**src/rtl/cp0_pkg.sv**
```systemverilog
package cp0_pkg;
   localparam logic [4:0] RN_BADV   = 5'd8;
   localparam logic [4:0] RN_STATUS = 5'd12;
   localparam logic [4:0] RN_CAUSE  = 5'd13;
   localparam logic [4:0] RN_EPC    = 5'd14;
   localparam logic [4:0] RN_PRID   = 5'd15;

   localparam logic [4:0] EC_INT        = 5'h00;
   localparam logic [4:0] EC_FETCH_ADDR = 5'h04;
   localparam logic [4:0] EC_STORE_ADDR = 5'h05;
   localparam logic [4:0] EC_SYSCALL    = 5'h08;
   localparam logic [4:0] EC_BREAK      = 5'h09;
   localparam logic [4:0] EC_RESV       = 5'h0A;
   localparam logic [4:0] EC_OVF        = 5'h0C;

   localparam logic [5:0] FN_RET_EXC = 6'h10;

   typedef struct packed {
      logic        take;
      logic [4:0]  code;
      logic [31:0] pc;
      logic        in_delay;
      logic        pc_dec;
   } trap_t;

   function automatic logic is_addr_fault(input logic [4:0] code);
      return (code == EC_FETCH_ADDR) || (code == EC_STORE_ADDR);
   endfunction
endpackage

```
**src/rtl/cp0_mode_stack.sv**
```systemverilog
module cp0_mode_stack #(
   parameter int W      = 32,
   parameter int LEVELS = 3
) (
   input  logic         clk,
   input  logic         rst_n,
   input  logic         push,
   input  logic         pop,
   input  logic         wr_en,
   input  logic [W-1:0] wr_data,
   output logic [W-1:0] status_q
);
   localparam int STACK_W = 2 * LEVELS;

   logic [STACK_W-1:0] stk_push;
   logic [STACK_W-1:0] stk_pop;

   for (genvar p = 0; p < LEVELS; p++) begin : g_pair
      if (p == 0) begin : g_bottom
         assign stk_push[1:0] = 2'b00;
      end else begin : g_shift_up
         assign stk_push[2*p+1 -: 2] = status_q[2*p-1 -: 2];
      end
      if (p == LEVELS - 1) begin : g_top
         assign stk_pop[2*p+1 -: 2] = status_q[2*p+1 -: 2];
      end else begin : g_shift_down
         assign stk_pop[2*p+1 -: 2] = status_q[2*p+3 -: 2];
      end
   end

   always_ff @(posedge clk) begin
      if (!rst_n)      status_q <= '0;
      else if (push)   status_q <= {status_q[W-1:STACK_W], stk_push};
      else if (pop)    status_q <= {status_q[W-1:STACK_W], stk_pop};
      else if (wr_en)  status_q <= wr_data;
   end
endmodule

```
**src/rtl/cp0_cause_reg.sv**
```systemverilog
module cp0_cause_reg #(
   parameter int W       = 32,
   parameter int PEND_BIT = 10
) (
   input  logic          clk,
   input  logic          rst_n,
   input  cp0_pkg::trap_t trap,
   input  logic          wr_en,
   input  logic [W-1:0]  wr_data,
   input  logic          irq_line,
   output logic [W-1:0]  cause_q
);
   logic [W-1:0] cause_d;

   always_comb begin
      cause_d = cause_q;
      if (trap.take) begin
         cause_d[7:0]  = 8'h00;
         cause_d[6:2]  = trap.code;
         cause_d[W-1]  = trap.in_delay;
      end else if (wr_en) begin
         cause_d = wr_data;
      end
      if (irq_line) cause_d[PEND_BIT] = 1'b1;
   end

   always_ff @(posedge clk) begin
      if (!rst_n) cause_q <= '0;
      else        cause_q <= cause_d;
   end
endmodule

```
**src/rtl/cp0_epc_unit.sv**
```systemverilog
module cp0_epc_unit #(
   parameter int W          = 32,
   parameter int INSN_BYTES = 4
) (
   input  logic           clk,
   input  logic           rst_n,
   input  cp0_pkg::trap_t trap,
   output logic [W-1:0]   epc_q,
   output logic [W-1:0]   badv_q
);
   localparam logic [W-1:0] STEP = W'(INSN_BYTES);

   logic [W-1:0] dec_amt;
   logic [W-1:0] slot_amt;

   assign dec_amt  = trap.pc_dec   ? STEP : '0;
   assign slot_amt = trap.in_delay ? STEP : '0;

   always_ff @(posedge clk) begin
      if (!rst_n) begin
         epc_q  <= '0;
         badv_q <= '0;
      end else if (trap.take) begin
         epc_q <= trap.pc - dec_amt - slot_amt;
         if (cp0_pkg::is_addr_fault(trap.code)) badv_q <= trap.pc;
      end
   end
endmodule

```
**src/rtl/cp0_vector_sel.sv**
```systemverilog
module cp0_vector_sel #(
   parameter int          W          = 32,
   parameter logic [31:0] VEC_RAM    = 32'h8000_0080,
   parameter logic [31:0] VEC_ROM    = 32'hBFC0_0180,
   parameter int          INSN_BYTES = 4
) (
   input  logic         boot_sel,
   output logic [W-1:0] vec_pc,
   output logic [W-1:0] vec_next
);
   assign vec_pc   = boot_sel ? W'(VEC_ROM) : W'(VEC_RAM);
   assign vec_next = vec_pc + W'(INSN_BYTES);
endmodule

```
**src/rtl/cp0_exc_unit.sv**
```systemverilog
module cp0_exc_unit #(
   parameter int          DATA_W     = 32,
   parameter int          REGNUM_W   = 5,
   parameter int          FN_W       = 6,
   parameter int          CODE_W     = 5,
   parameter int          MODE_LEVELS = 3,
   parameter int          INSN_BYTES = 4,
   parameter int          IRQ_BIT    = 10,
   parameter int          BEV_BIT    = 22,
   parameter logic [31:0] PRID_VALUE = 32'd2,
   parameter logic [31:0] VEC_RAM    = 32'h8000_0080,
   parameter logic [31:0] VEC_ROM    = 32'hBFC0_0180
) (
   input  logic                clk,
   input  logic                rst_n,
   input  logic                reg_wr_en,
   input  logic [REGNUM_W-1:0] reg_addr,
   input  logic [DATA_W-1:0]   reg_wdata,
   output logic [DATA_W-1:0]   reg_rdata,
   input  logic                exc_req,
   input  logic [CODE_W-1:0]   exc_code,
   input  logic [DATA_W-1:0]   exc_pc,
   input  logic                exc_in_delay,
   input  logic                exc_pc_dec,
   input  logic                irq_line,
   input  logic                cop_fn_valid,
   input  logic [FN_W-1:0]     cop_fn,
   output logic                redirect,
   output logic                irq_taken,
   output logic [DATA_W-1:0]   new_pc,
   output logic [DATA_W-1:0]   new_next_pc
);
   import cp0_pkg::*;

   if (DATA_W != 32) begin : g_bad_width
      $error("cp0_exc_unit: DATA_W must be 32");
   end
   if (REGNUM_W != 5 || CODE_W != 5 || FN_W != 6) begin : g_bad_fields
      $error("cp0_exc_unit: register, code and function widths are fixed");
   end
   if (IRQ_BIT < 8 || IRQ_BIT > 15) begin : g_bad_irq
      $error("cp0_exc_unit: IRQ_BIT must lie in the mask/pending byte");
   end
   if (2 * MODE_LEVELS > 8 || MODE_LEVELS < 2) begin : g_bad_levels
      $error("cp0_exc_unit: mode stack must fit below the code field");
   end
   if (BEV_BIT < 16 || BEV_BIT >= DATA_W) begin : g_bad_bev
      $error("cp0_exc_unit: BEV_BIT out of range");
   end

   logic [DATA_W-1:0] status_q;
   logic [DATA_W-1:0] cause_q;
   logic [DATA_W-1:0] epc_q;
   logic [DATA_W-1:0] badv_q;
   trap_t             trap;
   logic              irq_ok;
   logic              ret_pop;
   logic              status_wr;
   logic              cause_wr;

   assign irq_ok        = irq_line & status_q[0] & status_q[IRQ_BIT];
   assign trap.take     = exc_req | irq_ok;
   assign trap.code     = exc_req ? exc_code : EC_INT;
   assign trap.pc       = exc_pc;
   assign trap.in_delay = exc_in_delay;
   assign trap.pc_dec   = exc_req & exc_pc_dec;

   assign ret_pop   = cop_fn_valid & (cop_fn == FN_RET_EXC);
   assign status_wr = reg_wr_en & (reg_addr == RN_STATUS);
   assign cause_wr  = reg_wr_en & (reg_addr == RN_CAUSE);

   cp0_mode_stack #(.W(DATA_W), .LEVELS(MODE_LEVELS)) u_mode_stack (
      .clk      (clk),
      .rst_n    (rst_n),
      .push     (trap.take),
      .pop      (ret_pop),
      .wr_en    (status_wr),
      .wr_data  (reg_wdata),
      .status_q (status_q)
   );

   cp0_cause_reg #(.W(DATA_W), .PEND_BIT(IRQ_BIT)) u_cause (
      .clk      (clk),
      .rst_n    (rst_n),
      .trap     (trap),
      .wr_en    (cause_wr),
      .wr_data  (reg_wdata),
      .irq_line (irq_line),
      .cause_q  (cause_q)
   );

   cp0_epc_unit #(.W(DATA_W), .INSN_BYTES(INSN_BYTES)) u_epc (
      .clk    (clk),
      .rst_n  (rst_n),
      .trap   (trap),
      .epc_q  (epc_q),
      .badv_q (badv_q)
   );

   cp0_vector_sel #(
      .W(DATA_W), .VEC_RAM(VEC_RAM), .VEC_ROM(VEC_ROM), .INSN_BYTES(INSN_BYTES)
   ) u_vec (
      .boot_sel (status_q[BEV_BIT]),
      .vec_pc   (new_pc),
      .vec_next (new_next_pc)
   );

   always_comb begin
      case (reg_addr)
         RN_BADV:   reg_rdata = badv_q;
         RN_STATUS: reg_rdata = status_q;
         RN_CAUSE:  reg_rdata = cause_q;
         RN_EPC:    reg_rdata = epc_q;
         RN_PRID:   reg_rdata = PRID_VALUE;
         default:   reg_rdata = '0;
      endcase
   end

   assign redirect  = trap.take;
   assign irq_taken = irq_ok;
endmodule

```
**config.mk**
```make
export PLATFORM = sky130hd
export DESIGN_NAME = cp0_exc_unit
export DESIGN_NICKNAME = d
export VERILOG_FILES = /design/src/rtl/cp0_pkg.sv /design/src/rtl/cp0_mode_stack.sv /design/src/rtl/cp0_cause_reg.sv /design/src/rtl/cp0_epc_unit.sv /design/src/rtl/cp0_vector_sel.sv /design/src/rtl/cp0_exc_unit.sv
export SDC_FILE = /design/constraint.sdc
export NUM_CORES = 1
export LEC_CHECK = 0
export BUFFER_PORTS_ARGS = -buffer_cell sky130_fd_sc_hd__buf_2
export CORE_MARGIN = 4
export CORE_UTILIZATION = 30
export CTS_CLUSTER_DIAMETER = 50
export CTS_CLUSTER_SIZE = 14
export DETAILED_ROUTE_END_ITERATION = 7
export GPL_ROUTABILITY_DRIVEN = 1
export PLACE_DENSITY = 0.49
export SYNTH_ARGS = -nofsm -noshare
export SYNTH_HDL_FRONTEND = slang
export SYNTH_SLANG_ARGS = --single-unit
```
**constraint.sdc**
```tcl
create_clock -name clk -period 6.2 [get_ports clk]
set_input_delay 1.24 -clock clk [delete_from_list [all_inputs] [get_ports clk]]
set_output_delay 1.24 -clock clk [all_outputs]
set_load 0.05 [all_outputs]
```
**Word-level counts from Yosys, hierarchy flattened**

Cells that the tools add are included.

- Register bits: 128
- Input port bits: 88
- Output and inout bits: 98
- Word-level logic and storage cells: 58

- Add/sub/neg operators: 3
- Equal/unequal tests: 10
- Mux-type cells: 13
- Bitwise operators: 10
- Reduce and logical (&&, ||, !) cells: 12

Operator list:

| kind | count |
|---|---|
| 32-bit one-hot mux with 5 select lines | 1 |
| 32-bit subtractor | 2 |
| 32-bit by 3-bit adder with 32-bit output (second input constant) | 1 |
| 32-bit 2-to-1 mux | 1 |
| 30-bit 2-to-1 mux | 1 |
| 5-bit by 4-bit == test with 1-bit output (second input constant) | 5 |
| 6-bit 2-to-1 mux | 3 |
| 5-bit by 3-bit == test with 1-bit output (second input constant) | 2 |
| 3-bit 2-to-1 mux | 3 |
| 2-bit AND reduction | 4 |
| 2-bit nonzero test | 4 |
| 7-bit 2-to-1 mux | 1 |
| 1-bit AND | 6 |
| 6-bit by 5-bit == test with 1-bit output (second input constant) | 1 |
| 5-bit 2-to-1 mux | 1 |
| 2-bit != test (second input constant) | 2 |
| 1-bit inverter | 3 |
| 3-bit AND reduction | 1 |
| 3-bit nonzero test | 1 |
| 1-bit 2-to-1 mux | 2 |
| 2-bit OR reduction | 1 |
| 1-bit logical OR | 1 |
| 1-bit OR | 1 |

**Longest topological paths before layout**

- Depth in word-level cells: 5
- Gate-level depth with buffers: 11

**Cells and area by module**

From an unflattened synthesis, not the netlist that was laid out.

- Cell total of the unflattened synthesis: 821
- Area total of the unflattened synthesis: 7001.7 um2

Modules (own cells, without submodules):

| module | instances | cells each | area each (um2) | seq. area each (um2) |
|---|---|---|---|---|
| cp0_epc_unit | 1 | 333 | 2757.6 | 1281.2 |
| cp0_mode_stack | 1 | 152 | 1427.6 | 640.6 |
| cp0_cause_reg | 1 | 137 | 1323.8 | 640.6 |
| cp0_exc_unit | 1 | 133 | 1004.7 | 0.0 |
| cp0_vector_sel | 1 | 66 | 488.0 | 0.0 |

**Least setup slack after synthesis**

Ideal clock, no wire load.

- Path kind: input port to output port
- From: input irq_line
- To: output redirect
- Arrival: 2674 ps
- Path slack: 2286 ps
- Cell stages on the path: 4
- Cells stage by stage: and3_1 -> nor2_1 -> inv_2 -> clkbuf_1

- Word-level cells in the longest chain between the ends: 3

RTL lines:

| item | RTL line | source |
|---|---|---|
| from (decl) | cp0_exc_unit.sv:25 | `input logic irq_line,` |
| 1-bit AND (2 in a row) | cp0_exc_unit.sv:61 | `assign irq_ok = irq_line & status_q[0] & status_q[IRQ_BIT];` |
| 1-bit OR | cp0_exc_unit.sv:62 | `assign trap.take = exc_req \| irq_ok;` |
| to (decl) | cp0_exc_unit.sv:28 | `output logic redirect,` |

Every way passes these cells.

**Worst setup path in the final report**

- From: input reg_addr[4]
- To: output reg_rdata[29]

- Word-level cells in the longest chain between the ends: 2
- Elaborated cells on any way between the ends: 6
- Classes of those cells: 5 x eq/ne; 1 x mux

RTL lines:

| item | RTL line | source |
|---|---|---|
| from (decl) | cp0_exc_unit.sv:17 | `input logic [REGNUM_W-1:0] reg_addr,` |
| 5-bit by 4-bit == test with 1-bit output | cp0_exc_unit.sv:109 | `case (reg_addr)` |
| 32-bit one-hot mux with 5 select lines (*) | cp0_exc_unit.sv:109 |  |
| to (decl) | cp0_exc_unit.sv:19 | `output logic [DATA_W-1:0] reg_rdata,` |

Mark *: on every way between the ends. The rest lies on a longest branch, timed or not.

==> out/metrics.cfg <==
[pwr]
p_total_mw = 2.08
powerDensity_nw_per_um2 = 276
p_leak_nw = 3.07
clkPwrFrac = 0.483
switching_share = 0.280
combPwrFrac = 0.103
p_int_mw = 1.50
max-vdd-ir-drop_v = 0.000187
switching_power_mw = 0.583
pwr-share-seq = 0.414

[critical_path]
arrival_ps = 3420
worstPathCellList = buf_2, nand3b_1, nor3b_2, buf_4, buf_4, a22oi_1, nand2_1, buf_2
cp-endpoint = reg_rdata[29]
cp_slowest_cell = nor3b_2
cp.depth = 8
critPathMaxStageDelay_ps = 740
reg2reg_depth = 6
startpoint_type = input port
startpoint = reg_addr[4]
cp_max_fo = 14
worst-path-buf-inv = 4
r2r_start = u_mode_stack.status_q[0]$_SDFFE_PP0P_
cpLargestDelayFamily = simple AND/OR/NAND/NOR gates
worstSetupEndpointType = primary output
crit_required_ps = 4960
reg2reg_to = u_cause.cause_q[23]$_SDFFE_PN0P_
r2r_slack_ps = 3690
critical_path_class = input port to primary output

[placed_design]
numPortBuffers = 139
place.gp.congestion = 0.781
dp.cells = 1163
dpl.hpwl_microns = 13800

[sta]
max_freq_mhz = 214
rsz0062_at_grt = no
min_period_over_period = 0.752
finalSetupTns_ps = 0
finalCriticalPeriod_ps = 4660
skew_ps = 8.12
setup_viol = 0
hold_ws_ps = 450
slew_headroom = 0.426
tightest_slew_ps = 857
slew_viol_final = 0
hold_viol_final = 0

[finish]
final_cell_mix = nand2_1 (208), buf_2 (139), dfxtp_1 (128), a21oi_1 (110), a22oi_1 (62)
final_layout_size_suffix_gt1_frac = 0.229
finalNonFillerCells = 1195
area_growth_pct = 19.9
antenna_cells = 0
final_common_cell = nand2_1
fin_nets = 1004

[grt]
grt_start_max_net_pins = 63
grt_pass1_vias = 5485
grt_use_total = 0.172
grt_pass1_wl_microns = 31600
antenna_found_initial = 0
globalRouteOverflowTotal = 0

[clocking]
ctsHoldBuffers = 0
cts_root_buf = clkbuf_16
cts_tree = built
numClockSinks = 128
cts_buffer_depth = 2
cts_max_level = 4
clkTransAtPathRegs_ps = 60
post_cts_resized = 0
insertion_delay_ps = 420
cts_inserted_buffers = 17
post_cts_buffers = 0

[die]
row_count = 52
die-width_microns = 153
start_util = 0.308
io_pins = 186
fp.dieArea_sq_um = 23400
core_area_sq_um = 20400
die_h_microns = 153

[hold_path]
holdCritPathClass = flip-flop to flip-flop

[route]
first_pass_iters = 5
ant_nets = 0
drt_wl_total_microns = 20400
viasPerCell = 4.88
drc = 0
dr_total_vias = 5827
routedWlPerCell_microns = 17.1
drt-initial-drc-count = 355

[status]
status = complete, no violations

[synth]
netlist-cell-type-count = 52
syn_area_sq_um = 6290
synth_top_cell_area_share = 0.407
syn_inst = 811
avgSynthCellArea_sq_um = 7.76
ys.flop_type = dfxtp_1
async_reset_ff_frac = 0
synth.ff_latch_count = 128
ys_seq_area_frac = 0.407
synth_edf_count = 0
yosysWarnings = 0
synth.top_cells.by_area = dfxtp_1 (41%), nand2_1 (12%), a21oi_1 (8.7%), buf_4 (7.8%), a22oi_1 (7.4%)
yosysTopAreaCell = dfxtp_1

[run]
drv_cap = 0

==> stage by stage <==
stage	instance area, sq um	util	setup slack [ps]
after global routing	7550	0.369	1430
after detailed placement	6960	0.341	1540
after global placement	6960	0.341	1600
after floorplan	6460	-	2290
final	7550	0.369	1540
after CTS	7550	0.369	1530
==> how the worst min path moves through the flow <==
stage                                     startpoint                               end  slack (ps)  depth (start not counted)
floorplan                u_epc.epc_q[0]$_SDFFE_PN0N_       u_epc.epc_q[0]$_SDFFE_PN0N_         430                          2
global placement         u_epc.epc_q[0]$_SDFFE_PN0N_       u_epc.epc_q[0]$_SDFFE_PN0N_         440                          2
detailed placement       u_epc.epc_q[0]$_SDFFE_PN0N_       u_epc.epc_q[0]$_SDFFE_PN0N_         440                          2
CTS                      u_epc.epc_q[0]$_SDFFE_PN0N_       u_epc.epc_q[0]$_SDFFE_PN0N_         450                          2
global route        u_cause.cause_q[23]$_SDFFE_PN0P_  u_cause.cause_q[23]$_SDFFE_PN0P_         470                          2
finish                   u_epc.epc_q[4]$_SDFFE_PN0N_       u_epc.epc_q[4]$_SDFFE_PN0N_         450                          2
==> cell type report <==
class | count | area [sq um]
clock inverters | 15 | 159
multi-input cells | 604 | 3220
clock buffers | 17 | 425
flip-flops and latches | 128 | 2560
well taps | 270 | 338
inverters | 5 | 18.8
repair buffers | 156 | 823
fillers | 2206 | 12900
==> cell families (layout without fill, tap and decap cells) <==
kind of cell / after synthesis / count (layout) / share of synthesized area
xor+xnor: 15 / 15 / 0.0209
other cells: 2 / 46 / 0.00119
simple gates: 288 / 288 / 0.202
mux: 10 / 10 / 0.0163
compound gates: 241 / 241 / 0.231
fa+ha+maj: 4 / 4 / 0.00914
buf+inv: 123 / 193 / 0.112
flops: 128 / 128 / 0.407
==> power groups by stage <==
| stage | registers (mW) | logic, mW | clock network, mW |
|---|---|---|---|
| final | 0.861 | 0.215 | 1.01 |
| after global routing | 0.863 | 0.233 | 1.07 |
| after CTS | 0.861 | 0.216 | 1.03 |
| after detailed placement | 0.879 | 0.215 | 0 |
| after global placement | 0.879 | 0.215 | 0 |
| after floorplan | 0.873 | 0.166 | 0 |
==> registers in the layout (all words and copies together), names as in the netlist <==
name	flops
u_cause.cause_q	32
u_epc.epc_q	32
u_mode_stack.status_q	32
u_epc.badv_q	32
==> layer usage <==
layer / up-vias / wire length, microns / global-route usage
li1: 2908 / - / -
met4: 0 / 311 / 0.0552
met1: 2736 / 9440 / 0.229
met2: 162 / 9740 / 0.281
met5: - / 0 / 0
met3: 21 / 931 / 0.0348
==> synthesized netlist by cell type, types with 4 or more instances <==
master / instances
a31oi_1: 4
clkbuf_1: 53
xnor2_1: 11
nor2_1: 27
o31a_1: 4
nand3_1: 4
mux2i_1: 8
o21ai_0: 40
a21oi_1: 110
nor3_2: 4
inv_1: 4
nor3_1: 11
buf_4: 65
nand2_1: 208
nor4_1: 4
dfxtp_1: 128
xor2_1: 4
a211oi_1: 6
a22oi_1: 62
==> tightest hold or removal path, delay by kind of cell (launching register included) <==
kind	cells	cell delay, ps
DFF	1	310
and+or+nand+nor	1	50
AOI/OAI and AO/OA	1	50
(Power assumes the default switching activity.)
